`src/rtl/phase_pick_pkg.sv`:
```
package phase_pick_pkg;

  // Strobes issued by the sequencer to the window datapath.
  typedef struct packed {
    logic clear;    // capture a new mask and forget all windows
    logic step;     // examine the phase at the current index
    logic resolve;  // pick the window and register the result
  } ctl_strobes_t;

  typedef enum logic [1:0] {
    ST_IDLE    = 2'd0,
    ST_SCAN    = 2'd1,
    ST_RESOLVE = 2'd2
  } pick_state_t;

endpackage

```
`src/rtl/phase_pick_ctrl.sv`:
```
module phase_pick_ctrl
  import phase_pick_pkg::*;
#(
  parameter int NUM_PHASES = 16
) (
  input  logic                          clk,
  input  logic                          rstN,
  input  logic                          startIn,
  output ctl_strobes_t                  ctl,
  output logic [$clog2(NUM_PHASES)-1:0] stepIdx
);

  localparam int PW = $clog2(NUM_PHASES);
  localparam logic [PW-1:0] LAST_IDX = PW'(NUM_PHASES - 1);

  pick_state_t state;
  logic [PW-1:0] idxQ;

  always_comb begin
    ctl.clear   = (state == ST_IDLE) && startIn;
    ctl.step    = (state == ST_SCAN);
    ctl.resolve = (state == ST_RESOLVE);
  end

  assign stepIdx = idxQ;

  always_ff @(posedge clk or negedge rstN) begin
    if (!rstN) begin
      state <= ST_IDLE;
      idxQ  <= '0;
    end else begin
      unique case (state)
        ST_IDLE: begin
          if (startIn) begin
            state <= ST_SCAN;
            idxQ  <= '0;
          end
        end
        ST_SCAN: begin
          if (idxQ == LAST_IDX) begin
            state <= ST_RESOLVE;
          end else begin
            idxQ <= idxQ + 1'b1;
          end
        end
        ST_RESOLVE: state <= ST_IDLE;
        default:    state <= ST_IDLE;
      endcase
    end
  end


  last_step_resolves_chk: assert property (@(posedge clk) disable iff (!rstN)
    (ctl.step && idxQ == LAST_IDX) |=> ctl.resolve);


  start_ignored_busy_chk: assert property (@(posedge clk) disable iff (!rstN)
    (ctl.step && idxQ != LAST_IDX) |=> (ctl.step && !ctl.clear));

endmodule

```
`src/rtl/phase_pick_dp.sv`:
```
module phase_pick_dp
  import phase_pick_pkg::*;
#(
  parameter int NUM_PHASES = 16
) (
  input  logic                          clk,
  input  logic                          rstN,
  input  ctl_strobes_t                  ctl,
  input  logic [$clog2(NUM_PHASES)-1:0] stepIdx,
  input  logic [NUM_PHASES-1:0]         maskIn,
  output logic [$clog2(NUM_PHASES)-1:0] phaseOut,
  output logic                          validOut,
  output logic                          errOut
);

  localparam int PW = $clog2(NUM_PHASES);
  localparam int LW = $clog2(NUM_PHASES + 1);
  localparam int SW = LW + 3;
  localparam logic [SW-1:0] N_W = SW'(NUM_PHASES);

  logic [NUM_PHASES-1:0] maskQ;
  logic [LW-1:0] curLen, firstLen, midLen;
  logic [PW-1:0] curStart, midStart;
  logic [PW-1:0] phaseQ;
  logic          validQ, errQ;

  // Scan step: extend the open run, or close it on a failing phase.
  logic          bitNow;
  logic [PW-1:0] runStartNow;
  assign bitNow      = maskQ[stepIdx];
  assign runStartNow = (curLen == '0) ? stepIdx : curStart;

  always_ff @(posedge clk or negedge rstN) begin
    if (!rstN) begin
      maskQ    <= '0;
      curLen   <= '0;
      curStart <= '0;
      firstLen <= '0;
      midLen   <= '0;
      midStart <= '0;
    end else if (ctl.clear) begin
      maskQ    <= maskIn;
      curLen   <= '0;
      curStart <= '0;
      firstLen <= '0;
      midLen   <= '0;
      midStart <= '0;
    end else if (ctl.step) begin
      if (bitNow) begin
        curStart <= runStartNow;
        curLen   <= curLen + 1'b1;
      end else if (curLen != '0) begin
        if (curStart == '0) begin
          firstLen <= curLen;
        end else if (curLen > midLen) begin
          midLen   <= curLen;
          midStart <= curStart;
        end
        curLen <= '0;
      end
    end
  end

  // Resolve: rank first window, interior best, and the run open at the top.
  logic [LW:0]   mergedLen;
  logic [LW:0]   selLen;
  logic [PW-1:0] selStart;
  logic          mergeErr;

  always_comb begin
    mergedLen = {1'b0, firstLen} + {1'b0, curLen};
    mergeErr  = 1'b0;
    selLen    = '0;
    selStart  = '0;
    if (curLen != '0 && curStart == '0) begin
      // every phase passed: one window beginning at phase 0
      selLen   = {1'b0, curLen};
      selStart = '0;
    end else if (firstLen != '0 && curLen != '0) begin
      // wrap-around: merged window ranks last
      selLen   = {1'b0, midLen};
      selStart = midStart;
      if (mergedLen > selLen) begin
        selLen   = mergedLen;
        selStart = curStart;
      end
      if ({2'b0, mergedLen} >= N_W) mergeErr = 1'b1;
    end else begin
      selLen   = {1'b0, firstLen};
      selStart = '0;
      if ({1'b0, midLen} > selLen) begin
        selLen   = {1'b0, midLen};
        selStart = midStart;
      end
      if ({1'b0, curLen} > selLen) begin
        selLen   = {1'b0, curLen};
        selStart = curStart;
      end
    end
  end

  logic [SW-1:0] lenW, scaled, offs, offsAdj, sumW, wrapped;
  logic          resultErr;

  always_comb begin
    lenW      = {2'b0, selLen};
    scaled    = (lenW << 1) + lenW;
    offs      = scaled >> 2;
    offsAdj   = (offs != '0) ? offs - 1'b1 : offs;
    sumW      = SW'(selStart) + offsAdj;
    wrapped   = (sumW >= N_W) ? sumW - N_W : sumW;
    resultErr = (selLen == '0) || mergeErr || (wrapped >= N_W);
  end

  always_ff @(posedge clk or negedge rstN) begin
    if (!rstN) begin
      phaseQ <= '0;
      validQ <= 1'b0;
      errQ   <= 1'b0;
    end else if (ctl.resolve) begin
      phaseQ <= resultErr ? '0 : wrapped[PW-1:0];
      validQ <= !resultErr;
      errQ   <= resultErr;
    end else begin
      validQ <= 1'b0;
      errQ   <= 1'b0;
    end
  end

  assign phaseOut = phaseQ;
  assign validOut = validQ;
  assign errOut   = errQ;


  run_len_bounded_chk: assert property (@(posedge clk) disable iff (!rstN)
    ctl.step |-> (int'(curLen) <= int'(stepIdx)));


  flags_exclusive_chk: assert property (@(posedge clk) disable iff (!rstN)
    $onehot0({validOut, errOut}));


  phase_hold_chk: assert property (@(posedge clk) disable iff (!rstN)
    (!validOut && !errOut) |-> $stable(phaseOut));


  err_zero_phase_chk: assert property (@(posedge clk) disable iff (!rstN)
    errOut |-> (phaseOut == '0));

endmodule

```
`src/rtl/phase_window_picker.sv`:
```
module phase_window_picker
  import phase_pick_pkg::*;
#(
  parameter int NUM_PHASES = 16
) (
  input  logic                          clk,
  input  logic                          rstN,
  input  logic                          startIn,
  input  logic [NUM_PHASES-1:0]         maskIn,
  output logic [$clog2(NUM_PHASES)-1:0] phaseOut,
  output logic                          validOut,
  output logic                          errOut
);

  localparam int PW = $clog2(NUM_PHASES);

  ctl_strobes_t  ctl;
  logic [PW-1:0] stepIdx;

  phase_pick_ctrl #(.NUM_PHASES(NUM_PHASES)) i_ctrl (
    .clk     (clk),
    .rstN    (rstN),
    .startIn (startIn),
    .ctl     (ctl),
    .stepIdx (stepIdx)
  );

  phase_pick_dp #(.NUM_PHASES(NUM_PHASES)) i_dp (
    .clk      (clk),
    .rstN     (rstN),
    .ctl      (ctl),
    .stepIdx  (stepIdx),
    .maskIn   (maskIn),
    .phaseOut (phaseOut),
    .validOut (validOut),
    .errOut   (errOut)
  );


  result_after_resolve_chk: assert property (@(posedge clk) disable iff (!rstN)
    (validOut || errOut) |-> $past(ctl.resolve));

endmodule

```
`config.mk`:
```
export PLATFORM = sky130hd
export DESIGN_NAME = phase_window_picker
export DESIGN_NICKNAME = d
export VERILOG_FILES = /design/src/rtl/phase_pick_pkg.sv /design/src/rtl/phase_pick_ctrl.sv /design/src/rtl/phase_pick_dp.sv /design/src/rtl/phase_window_picker.sv
export SDC_FILE = /design/constraint.sdc
export NUM_CORES = 1
export LEC_CHECK = 0
export BUFFER_PORTS_ARGS = -buffer_cell sky130_fd_sc_hd__buf_2
export CAP_MARGIN = 20
export CORE_ASPECT_RATIO = 0.9
export CORE_MARGIN = 4
export CORE_UTILIZATION = 50
export DETAILED_ROUTE_END_ITERATION = 7
export GPL_ROUTABILITY_DRIVEN = 0
export PLACE_DENSITY = 0.67
export SLEW_MARGIN = 20
export SYNTH_ARGS = -nofsm -noshare
export SYNTH_HDL_FRONTEND = slang
export SYNTH_HIERARCHICAL = 1
export SYNTH_SLANG_ARGS = --single-unit
```
`constraint.sdc`:
```
create_clock -name clk -period 10.1 [get_ports clk]
set_clock_uncertainty 0.15 [all_clocks]
set_input_delay 0 -clock clk [delete_from_list [all_inputs] [get_ports clk]]
set_output_delay 0 -clock clk [all_outputs]
set_load 0.1 [all_outputs]
```
==> implementation parameters, run 1 <==
Parameter                              Value

Status
  Run status    completed

Clock tree
  Clock slew at the register clock pins of the worst setup and hold paths    0.11 ns
  Cts bufs inserted    5
  Clock tree from TritonCTS    built
  Post-cts hold buffer count    18
  Skew-Pair Late Insertion Delay    0.31 ns
  H-tree depth    2
  Number of buffers between clock root and the deepest sink    2
  Buffer type at the clock tree root    clkbuf_8
  Number of gates resized after cts    0
  Total clock sinks    51
  Post-CTS setup repair buffer count    0

Place
  Count of port buffers added during placement    24
  HPWL after detailed placement    7230 um

Floorplanning
  Core Box Area    0.00822 mm2
  Row count    31
  Chip height    96.1 um
  Effective utilization at floorplan    0.524
  Number of top-level pins    25
  Chip Width    106 um
  Total Die Area    0.0102 mm2

Logic synthesis
  Yosys reg bits    51
  Post-synthesis cell type count    74
  Seq/Total Area, Yosys    0.296
  Post-synthesis async set-or-reset flop share    1.00
  Combined area of all synthesized cells    0.00431 mm2
  Cell count after synthesis    468
  Synthesized net count    533
  Number of synthesized flops with an enable pin    0
  Most area-hungry cell type in the Yosys netlist    dfrtp_1
  Yosys top cell area share    0.296
  Most used flip-flop cell after synthesis    dfrtp_1
  Yosys warning count    6
  Average cell area after synthesis    9.21 um2
  Largest cells by area after synthesis    dfrtp_1 30%, ha_1 12%, mux2_2 4.2%

GRT
  Number of antenna violations at the first check in global routing    0
  Total congestion overflow after global routing    0
  Maximum number of pins on one net before global-route repair    52
  Vias in the first global route    3443
  Overall Global Routing Usage    0.198
  First-pass GRT wire length    16500 um

STA
  Setup_tns    0 ns
  Fraction of the cycle the final worst path needs    0.900
  Slew Viols, Final    0
  Worst slew margin relative to its limit    0.458
  Number of endpoints with negative hold slack in the final report    0
  Worst-Margin Slew    0.792 ns
  Time the worst path needs with I/O delays and setup    9.09 ns
  Setup violations, final    0
  RSZ-0062 raised after global routing    no
  Maximum clock frequency    110 MHz

Critical path
  Most frequent cell on the critical path    a21oi_1
  Max incr delay on CP    0.74 ns
  Cell with the biggest individual delay on the critical path    a2111oi_0
  Required @ worst endpoint    10.17 ns
  Setup slack on the worst flop-to-flop path    1.01 ns
  Critical Path Fanout Max    8
  Endpoint kind of the worst setup timing path    register
  CP startpoint kind    register
  Kind of critical path    register to register
  Arrival time of data at the critical path endpoint    9.16 ns

Route
  Wire length per cell after detailed routing    15.5 um
  Vias per cell    5.71
  Antenna violation net count after detailed routing    0
  Total iterations of the first detailed-routing run    5
  Total Wirelength    9700 um
  Total vias in the final route    3567
  Total DRC errors in the routed layout    0
  Detailed Route Iter0 Violations    240

Cells and area
  Share of cells above drive strength 1    0.165
  Count of fill cells added during filler insertion    735
  Diodes inserted    0
  Area grow syn2layout    12.4%
  Count of nets after finishing    574

Run
  Number of max-cap violations    0

Min path
  Path type of the worst min-delay path    input pin to async pin
layer usage:
layer	part of all wire	track usage
met3	0.046	0.0282
met5	0	0
met2	0.46	0.329
met4	0.012	0.0442
met1	0.48	0.279
registers in the layout (all words and copies together), names as in the netlist:
name            count
i_ctrl/state        2
i_ctrl/stepIdx      4
i_dp/curLen         5
i_dp/curStart       4
i_dp/errOut         1
i_dp/firstLen       5
i_dp/maskQ         16
i_dp/midLen         5
i_dp/midStart       4
i_dp/phaseOut       4
i_dp/validOut       1
critical path: cells and delay by family (launching register included):
family	cells	cell delay, ns
adder cells (fa/ha/maj)	5	1.50
buffers and inverters	3	0.20
AND/OR/NAND/NOR	10	2.05
flip-flops	1	0.44
multiplexers	1	0.34
XOR/XNOR	1	0.22
AO/OA/AOI/OAI	18	4.09
layout by cell type, fill, tap and decap left out, types with 15 or more instances in the layout:
cell type and n:
dlygate4sd3_1 18, dfrtp_1 51, mux2_2 16, buf_2 24, nor2_1 43, nand3_1 15
inv_1 36, ha_1 43, nand2_1 36, o21ai_0 22, a21oi_1 32
worst paths after layout:
check,from,endpoint,depth (start not counted)
worst max-delay path,i_dp/firstLen[4],i_dp/phaseOut[0],38
worst min-delay path,rstN,i_dp/midLen[4],3
worst max register to register,i_dp/firstLen[4],i_dp/phaseOut[0],38
worst min register to register,i_dp/maskQ[2],i_dp/maskQ[2],1
max in group asynchronous,rstN,i_dp/midStart[2],3
min in group clk,maskIn[1],i_dp/maskQ[1],3
logic make-up (layout without fill, tap and decap cells):
family,count (synthesis),in the layout,share of synthesized area
buffers and inverters,49,91,0.0517
multiplexers,32,32,0.0934
AO/OA/AOI/OAI,125,125,0.207
AND/OR/NAND/NOR,152,152,0.183
XOR/XNOR,13,13,0.0308
flip-flops,51,51,0.296
adder cells (fa/ha/maj),46,46,0.139
per-stage QoR:
step                instances  area, um2  hold slack (ns)   util  setup slack, ns
global placement          599       4520          0.00887  0.550             1.34
detailed placement        599       4520           0.0164  0.550             1.22
floorplan                 468       4310           -0.446      -             2.35
global route              625       4840            0.255  0.589            0.124
CTS                       625       4840            0.221  0.589             1.16
finish                    625       4840            0.195  0.589             1.01
synth_stat cells, types with 3 or more instances:
cell,count
nand2b_1,9
inv_1,36
mux2_2,16
o21ai_0,22
nor2b_1,5
a31oi_1,4
nor3_1,10
nor2_1,44
or4_1,3
dfrtp_1,51
and2_1,6
ha_1,43
mux2i_1,11
xnor2_1,8
a22o_1,3
fa_1,3
xor2_1,4
a211oi_1,4
o22ai_1,3
o32ai_1,4
a22oi_1,5
a21oi_1,32
nand2_1,36
o2bb2ai_1,3
o21bai_1,6
clkbuf_1,3
a21o_1,10
mux4_2,5
buf_6,4
and3_1,5
nand3_1,15
layout make-up:
class                   count  area, um2  area share
flip-flops and latches     51       1280       0.263
clock inverters             3       71.3      0.0147
inverters                  37        139      0.0287
clock buffers               5       68.8      0.0142
well taps                 115        144      0.0297
multi-input cells         368       2820       0.581
repair buffers             46        330      0.0682
Power of run 1 is not shown: default switching activity piles up to over one toggle a cycle in this logic, so the estimate is an artifact.
==> run 2, diff against run 1 <==
--- a/config.mk
+++ b/config.mk
@@ -6,13 +6,12 @@
 export NUM_CORES = 1
 export LEC_CHECK = 0
 export BUFFER_PORTS_ARGS = -buffer_cell sky130_fd_sc_hd__buf_2
-export CAP_MARGIN = 20
 export CORE_ASPECT_RATIO = 0.9
 export CORE_MARGIN = 4
-export CORE_UTILIZATION = 50
+export CORE_UTILIZATION = 24
 export DETAILED_ROUTE_END_ITERATION = 7
 export GPL_ROUTABILITY_DRIVEN = 0
-export PLACE_DENSITY = 0.67
+export PLACE_DENSITY = 0.39
 export SLEW_MARGIN = 20
 export SYNTH_ARGS = -nofsm -noshare
 export SYNTH_HDL_FRONTEND = slang
==> run 2 against run 1 <==
  * Die area grew 98%
  * Maximum frequency shrank 0.54%
  * Final cell count grew 20%
  * Register-to-register slack lost 0.05 ns
  * Non-clock buffer count grew 2
  * Critical path depth is the same
  * Global-route usage shrank 8.4 points
  * Via count shrank 1.4%
  * Clock-buffer cell count grew 2
  * Flip-flop and latch count is the same
  * Worst hold slack gained 0.015 ns
  * Sequential share of layout area shrank 1.0 points
  * Critical endpoint is now i_dp/phaseOut[2]
==> implementation parameters, run 2 (same netlist as run 1, synthesis figures left out) <==
Parameter                              Value

Clock tree
  Skew-Pair Late Insertion Delay    0.29 ns (-0.02 ns)
  Clock slew at the register clock pins of the worst setup and hold paths    0.07 ns (-0.04 ns)
  Cts bufs inserted    5 (unchanged)
  Total clock sinks    51 (unchanged)
  Clock tree from TritonCTS    built
  Buffer type at the clock tree root    clkbuf_16
  H-tree depth    2 (unchanged)
  Number of buffers between clock root and the deepest sink    2 (unchanged)

STA
  Maximum clock frequency    109 MHz (-0.54%)
  Worst slew margin relative to its limit    0.529 (+0.0708)
  Worst-Margin Slew    0.705 ns (-0.0875 ns)
  Number of endpoints with negative hold slack in the final report    0 (unchanged)
  RSZ-0062 raised after global routing    no
  Slew Viols, Final    0 (unchanged)
  Time the worst path needs with I/O delays and setup    9.14 ns (+0.0492 ns)
  Setup violations, final    0 (unchanged)
  Fraction of the cycle the final worst path needs    0.905 (+0.00487)
  Setup_tns    0 ns (unchanged)

Min path
  Path type of the worst min-delay path    input pin to async pin

Floorplanning
  Number of top-level pins    25 (unchanged)
  Row count    46 (+48%)
  Core Box Area    0.0176 mm2 (+110%)
  Chip Width    149 um (+41%)
  Total Die Area    0.0202 mm2 (+98%)
  Chip height    135 um (+41%)
  Effective utilization at floorplan    0.245 (-0.280)

Critical path
  Most frequent cell on the critical path    a21oi_1
  Buffer and inverter count on the worst path    3 (unchanged)
  Destination of the worst register-to-register timing path    i_dp/phaseOut[2]
  Kind of critical path    register to register
  Critical Path Fanout Max    8 (unchanged)
  Worst reg2reg path startpoint    i_dp/firstLen[4]
  Endpoint kind of the worst setup timing path    register
  Worst r2r path cells    38 (unchanged)
  Setup slack on the worst flop-to-flop path    0.96 ns (-0.05 ns)
  Arrival time of data at the critical path endpoint    9.20 ns (+0.04 ns)
  Cell with the biggest individual delay on the critical path    a2111oi_1
  Max incr delay on CP    0.68 ns (-0.06 ns)
  CP startpoint kind    register
  Required @ worst endpoint    10.17 ns (about the same)
  Kind of cell adding the most delay to the critical path    compound AO/OA/AOI/OAI gates

Route
  Vias per cell    4.68 (-18%)
  Total DRC errors in the routed layout    0 (unchanged)
  Total Wirelength    11000 um (+13%)
  Detailed Route Iter0 Violations    135 (-44%)
  Total vias in the final route    3517 (-1.4%)
  Total iterations of the first detailed-routing run    5 (unchanged)
  Wire length per cell after detailed routing    14.6 um (-5.9%)
  Antenna violation net count after detailed routing    0 (unchanged)

Cells and area
  Most common cell after layout, fill and taps aside    dfrtp_1
  Count of fill cells added during filler insertion    1914 (+160%)
  Fin area    0.00504 mm2 (+4.0%)
  Multi-input combinational cell area    0.00282 mm2 (about the same)
  Register with the most flip-flops    i_dp/maskQ
  Count of nets after finishing    576 (+0.35%)
  Share of cells above drive strength 1    0.168 (+0.00326)
  Leading cell types in the layout, fill and taps excluded    51 x dfrtp_1, 43 x nor2_1, 43 x ha_1, 36 x inv_1, 36 x nand2_1
  Area grow syn2layout    16.8%
  Area used by sequential logic in the layout    0.00128 mm2 (unchanged)
  Number of flip-flops under the largest register name    16 (unchanged)
  Diodes inserted    0 (unchanged)

Run
  Number of max-cap violations    0 (unchanged)

Place
  Count of port buffers added during placement    24 (unchanged)
  HPWL after detailed placement    8500 um (+18%)
  Instance area at placement    0.00470 mm2 (+3.8%)

GRT
  Vias in the first global route    3533 (+2.6%)
  Maximum number of pins on one net before global-route repair    52 (unchanged)
  Total congestion overflow after global routing    0 (unchanged)
  Overall Global Routing Usage    0.114 (-0.0839)
  Number of antenna violations at the first check in global routing    0 (unchanged)
  First-pass GRT wire length    18700 um (+14%)

Status
  Run status    completed
run 2: cell types whose count changed in the layout (fill, tap and decap cells not counted), sizes merged:
cell      before  now
clkbuf         5    7
clkinvlp       0    1
bufinv         2    0
buf           28   30
inv           38   37
run 2: layout make-up:
cell class / count / area share
clock buffers: 7 / 0.0303
clock inverters: 1 / 0.00149
inverters: 37 / 0.0276
multi-input cells: 368 / 0.559
flip-flops and latches: 51 / 0.253
well taps: 240 / 0.0596
repair buffers: 48 / 0.0686
run 2: metrics by stage:
step	hold WS, ns	setup slack [ns]	utilization	std cells
floorplan	-0.446	2.35	-	468
global placement	0.0182	1.02	0.267	726
detailed placement	0.0241	0.980	0.267	726
CTS	0.235	0.899	0.286	752
global route	0.289	0.159	0.286	752
finish	0.210	0.964	0.286	752
run 2: what timing repair did:
action / in CTS / in global routing
resized for setup: 0 / 1
endpoints found under the hold margin: 70 / 0
buffers inserted: 0 / 0
hold buffers: 18 / 0
setup endpoints to repair: 0 / 2
run 2: layer usage:
metal,wire length [um],part of all wire,vias up,track usage
li1,-,-,1779,-
met1,5660,0.52,1669,0.169
met2,4900,0.45,63,0.181
met3,328,0.030,6,0.0137
met4,94,0.0086,0,0.0234
met5,0,0,-,0
run 2: how the worst max path moves through the flow:
| stage | start | endpoint | slack (ns) | depth (start not counted) |
|---|---|---|---|---|
| after floorplan | i_dp/firstLen[4] | i_dp/phaseOut[0] | 2.35 | 37 |
| after CTS | i_dp/firstLen[4] | i_dp/phaseOut[2] | 0.90 | 38 |
| after detailed placement | i_dp/firstLen[4] | i_dp/phaseOut[2] | 0.98 | 38 |
| final | i_dp/firstLen[4] | i_dp/phaseOut[2] | 0.96 | 38 |
| after global placement | i_dp/firstLen[4] | i_dp/phaseOut[2] | 1.02 | 38 |
| after global routing | i_dp/firstLen[4] | i_dp/phaseOut[0] | 0.16 | 38 |
run 2: tightest hold or removal path, cell delays in order:
cell	delay [ns]
dlygate4sd3_1	0.51
buf_2	0.09
buf_4	0.54
Power of run 2 is left out for the same reason.
==> run 3, diff against run 2 <==
--- a/config.mk
+++ b/config.mk
@@ -15,5 +15,4 @@
 export SLEW_MARGIN = 20
 export SYNTH_ARGS = -nofsm -noshare
 export SYNTH_HDL_FRONTEND = slang
-export SYNTH_HIERARCHICAL = 1
 export SYNTH_SLANG_ARGS = --single-unit
==> run 3 against run 2 <==
  * Global-route usage decreased by 0.40 points
  * Synthesized cell count decreased by 10%
  * Routed wire length decreased by 7.0%
  * Sequential share of layout area increased by 1.0 points
  * Area after synthesis decreased by 5.0%
==> implementation parameters, run 3 <==
Parameter                              Value

Status
  Run status    completed

GRT
  Vias in the first global route    3346 (-5.3%)
  Total congestion overflow after global routing    0 (unchanged)
  Overall Global Routing Usage    0.110 (-0.00397)
  First-pass GRT wire length    17700 um (-5.4%)
  Maximum number of pins on one net before global-route repair    52 (unchanged)
  Number of antenna violations at the first check in global routing    0 (unchanged)

Place
  Count of port buffers added during placement    24 (unchanged)
  HPWL after detailed placement    7950 um (-6.4%)
  Instance area at placement    0.00448 mm2 (-4.6%)

Route
  Highest Signal Layer    met4
  Total iterations of the first detailed-routing run    4 (-1)
  Total Wirelength    10200 um (-7.0%)
  Antenna violation net count after detailed routing    0 (unchanged)
  Wire length on met3    284 um (-13%)
  Routed wire length on met2    4700 um (-4.0%)
  Wire length per cell after detailed routing    15.1 um (+3.6%)
  Routed metal-1 wire length    5190 um (-8.3%)
  Detailed Route Iter0 Violations    229 (+70%)
  Vias per cell    4.74 (+1.4%)
  Total vias in the final route    3200 (-9.0%)
  Total DRC errors in the routed layout    0 (unchanged)

Logic synthesis
  Synthesized net count    484 (-9.2%)
  Post-synthesis async set-or-reset flop share    1.00 (unchanged)
  Yosys reg bits    51 (unchanged)
  Combined area of all synthesized cells    0.00410 mm2 (-5.0%)
  Most used flip-flop cell after synthesis    dfrtp_1
  Top-count cell post-synth    dfrtp_1
  Cell count after synthesis    419 (-10%)
  Average cell area after synthesis    9.78 um2 (+6.1%)
  Post-synthesis cell type count    63 (-15%)
  Most frequent cells after synthesis    51 x dfrtp_1, 43 x ha_1, 42 x nor2_1
  Yosys warning count    0 (-6)
  Number of synthesized flops with an enable pin    0 (unchanged)
  Largest cells by area after synthesis    dfrtp_1 31%, ha_1 13%, mux2_2 5.2%
  Most area-hungry cell type in the Yosys netlist    dfrtp_1
  Seq/Total Area, Yosys    0.312 (+0.0156)
  Yosys top cell area share    0.312 (+0.0156)

Critical path
  Endpoint kind of the worst setup timing path    register
  Kind of critical path    register to register
  Cell with the biggest individual delay on the critical path    mux2i_1
  Critical Path Fanout Max    9 (+1)
  Kind of cell adding the most delay to the critical path    compound AO/OA/AOI/OAI gates
  CP startpoint kind    register
  Arrival time of data at the critical path endpoint    9.13 ns (-0.07 ns)
  Buffer and inverter count on the worst path    3 (unchanged)
  Max incr delay on CP    0.46 ns (-0.22 ns)
  Required @ worst endpoint    10.18 ns (about the same)

Cells and area
  Count of nets after finishing    528 (-8.3%)
  Fin area    0.00484 mm2 (-3.9%)
  Number of flip-flops under the largest register name    16 (unchanged)
  Most common cell after layout, fill and taps aside    dfrtp_1
  Leading cell types in the layout, fill and taps excluded    51 x dfrtp_1, 43 x ha_1, 41 x nor2_1, 28 x inv_1, 25 x nand2_1
  Area grow syn2layout    18.2%
  Share of cells above drive strength 1    0.179 (+0.0109)
  Register with the most flip-flops    i_dp.maskQ
  Diodes inserted    0 (unchanged)

STA
  Fraction of the cycle the final worst path needs    0.897 (-0.00785)
  Setup violations, final    0 (unchanged)
  Setup_tns    0 ns (unchanged)
  Worst-Margin Slew    0.775 ns (+0.0699 ns)
  Maximum clock frequency    110 MHz (+0.88%)
  Worst slew margin relative to its limit    0.480 (-0.0494)
  Number of endpoints with negative hold slack in the final report    0 (unchanged)
  Slew Viols, Final    0 (unchanged)
  RSZ-0062 raised after global routing    no
  Time the worst path needs with I/O delays and setup    9.06 ns (-0.0793 ns)

Clock tree
  Post-CTS setup repair buffer count    0 (unchanged)
  Cts bufs inserted    5 (unchanged)
  Total clock sinks    51 (unchanged)
  Post-cts hold buffer count    17 (-1)
  Clock slew at the register clock pins of the worst setup and hold paths    0.07 ns (about the same)
  Buffer type at the clock tree root    clkbuf_16
  Number of gates resized after cts    0 (unchanged)
  Clock tree from TritonCTS    built
  Number of buffers between clock root and the deepest sink    2 (unchanged)
  Skew-Pair Late Insertion Delay    0.29 ns (about the same)
  H-tree depth    2 (unchanged)

Floorplanning
  Chip height    132 um (-2.4%)
  Core Box Area    0.0168 mm2 (-4.4%)
  Total Die Area    0.0192 mm2 (-4.7%)
  Number of top-level pins    25 (unchanged)
  Effective utilization at floorplan    0.243 (-0.00148)
  Row count    45 (-2.2%)
  Chip Width    146 um (-2.4%)

Min path
  Path type of the worst min-delay path    input pin to register

Run
  Number of max-cap violations    0 (unchanged)
==> run 3: cell types whose count changed in the layout (fill, tap and decap cells not counted), sizes merged, moves of 5 or more <==
cell / before / now
nand2: 37 / 26
inv: 37 / 28
a21oi: 34 / 26
mux2i: 11 / 19
nand3: 15 / 7
nor2b: 5 / 11
o21bai: 6 / 0
nand3b: 2 / 7
nand4: 1 / 6
==> run 3: logic make-up after synthesis <==
logic type / count (synthesis) / synth area share
simple gates: 135 / 0.178
compound gates: 92 / 0.163
flops: 51 / 0.312
fa+ha+maj: 46 / 0.146
mux: 44 / 0.131
buf+inv: 35 / 0.0324
xor+xnor: 16 / 0.0388
==> run 3: cell type report <==
type	count	area [um2]
Timing Repair Buffer	44	313
Clock inverter	3	67.6
Sequential cell	51	1280
Tap cell	211	264
Multi-Input combinational cell	333	2690
Inverter	28	105
Fill cell	1749	12000
Clock buffer	5	125
==> run 3: layer usage <==
layer,up-vias,global-route usage
met2,56,0.180
met3,4,0.0151
met1,1529,0.160
met4,0,0.0164
met5,-,0
li1,1611,-
==> run 3: worst register-to-register path, delay by kind of cell (launching register included) <==
kind	cells	cell delay, ns
buffers and inverters	3	0.36
flip-flops	1	0.42
multiplexers	3	1.05
AO/OA/AOI/OAI	16	3.74
adder cells (fa/ha/maj)	5	1.52
AND/OR/NAND/NOR	8	1.74
==> run 3: path summary, 6_finish.rpt <==
check | start | end | slack [ns] | cells past startpoint
worst max-delay path | i_dp.firstLen[2] | i_dp.phaseOut[2] | 1.04 | 35
worst min register to register | i_dp.phaseOut[0] | i_dp.phaseOut[0] | 0.34 | 2
max in group asynchronous | rstN | i_dp.maskQ[13] | 9.14 | 3
worst min-delay path | startIn | i_dp.midStart[0] | 0.08 | 4
worst max register to register | i_dp.firstLen[2] | i_dp.phaseOut[2] | 1.04 | 35
min in group asynchronous | rstN | i_ctrl.stepIdx[2] | 0.21 | 3
==> run 3: through the flow <==
stage                util  worst slack, ns  hold slack, ns  cells
floorplan               -             2.35          -0.446    419
global placement    0.266             1.27          0.0221    650
detailed placement  0.266             1.10          0.0288    650
CTS                 0.288             1.06          0.0689    675
global route        0.288            0.378           0.100    675
finish              0.288             1.04          0.0764    675
Power of run 3 is left out for the same reason.
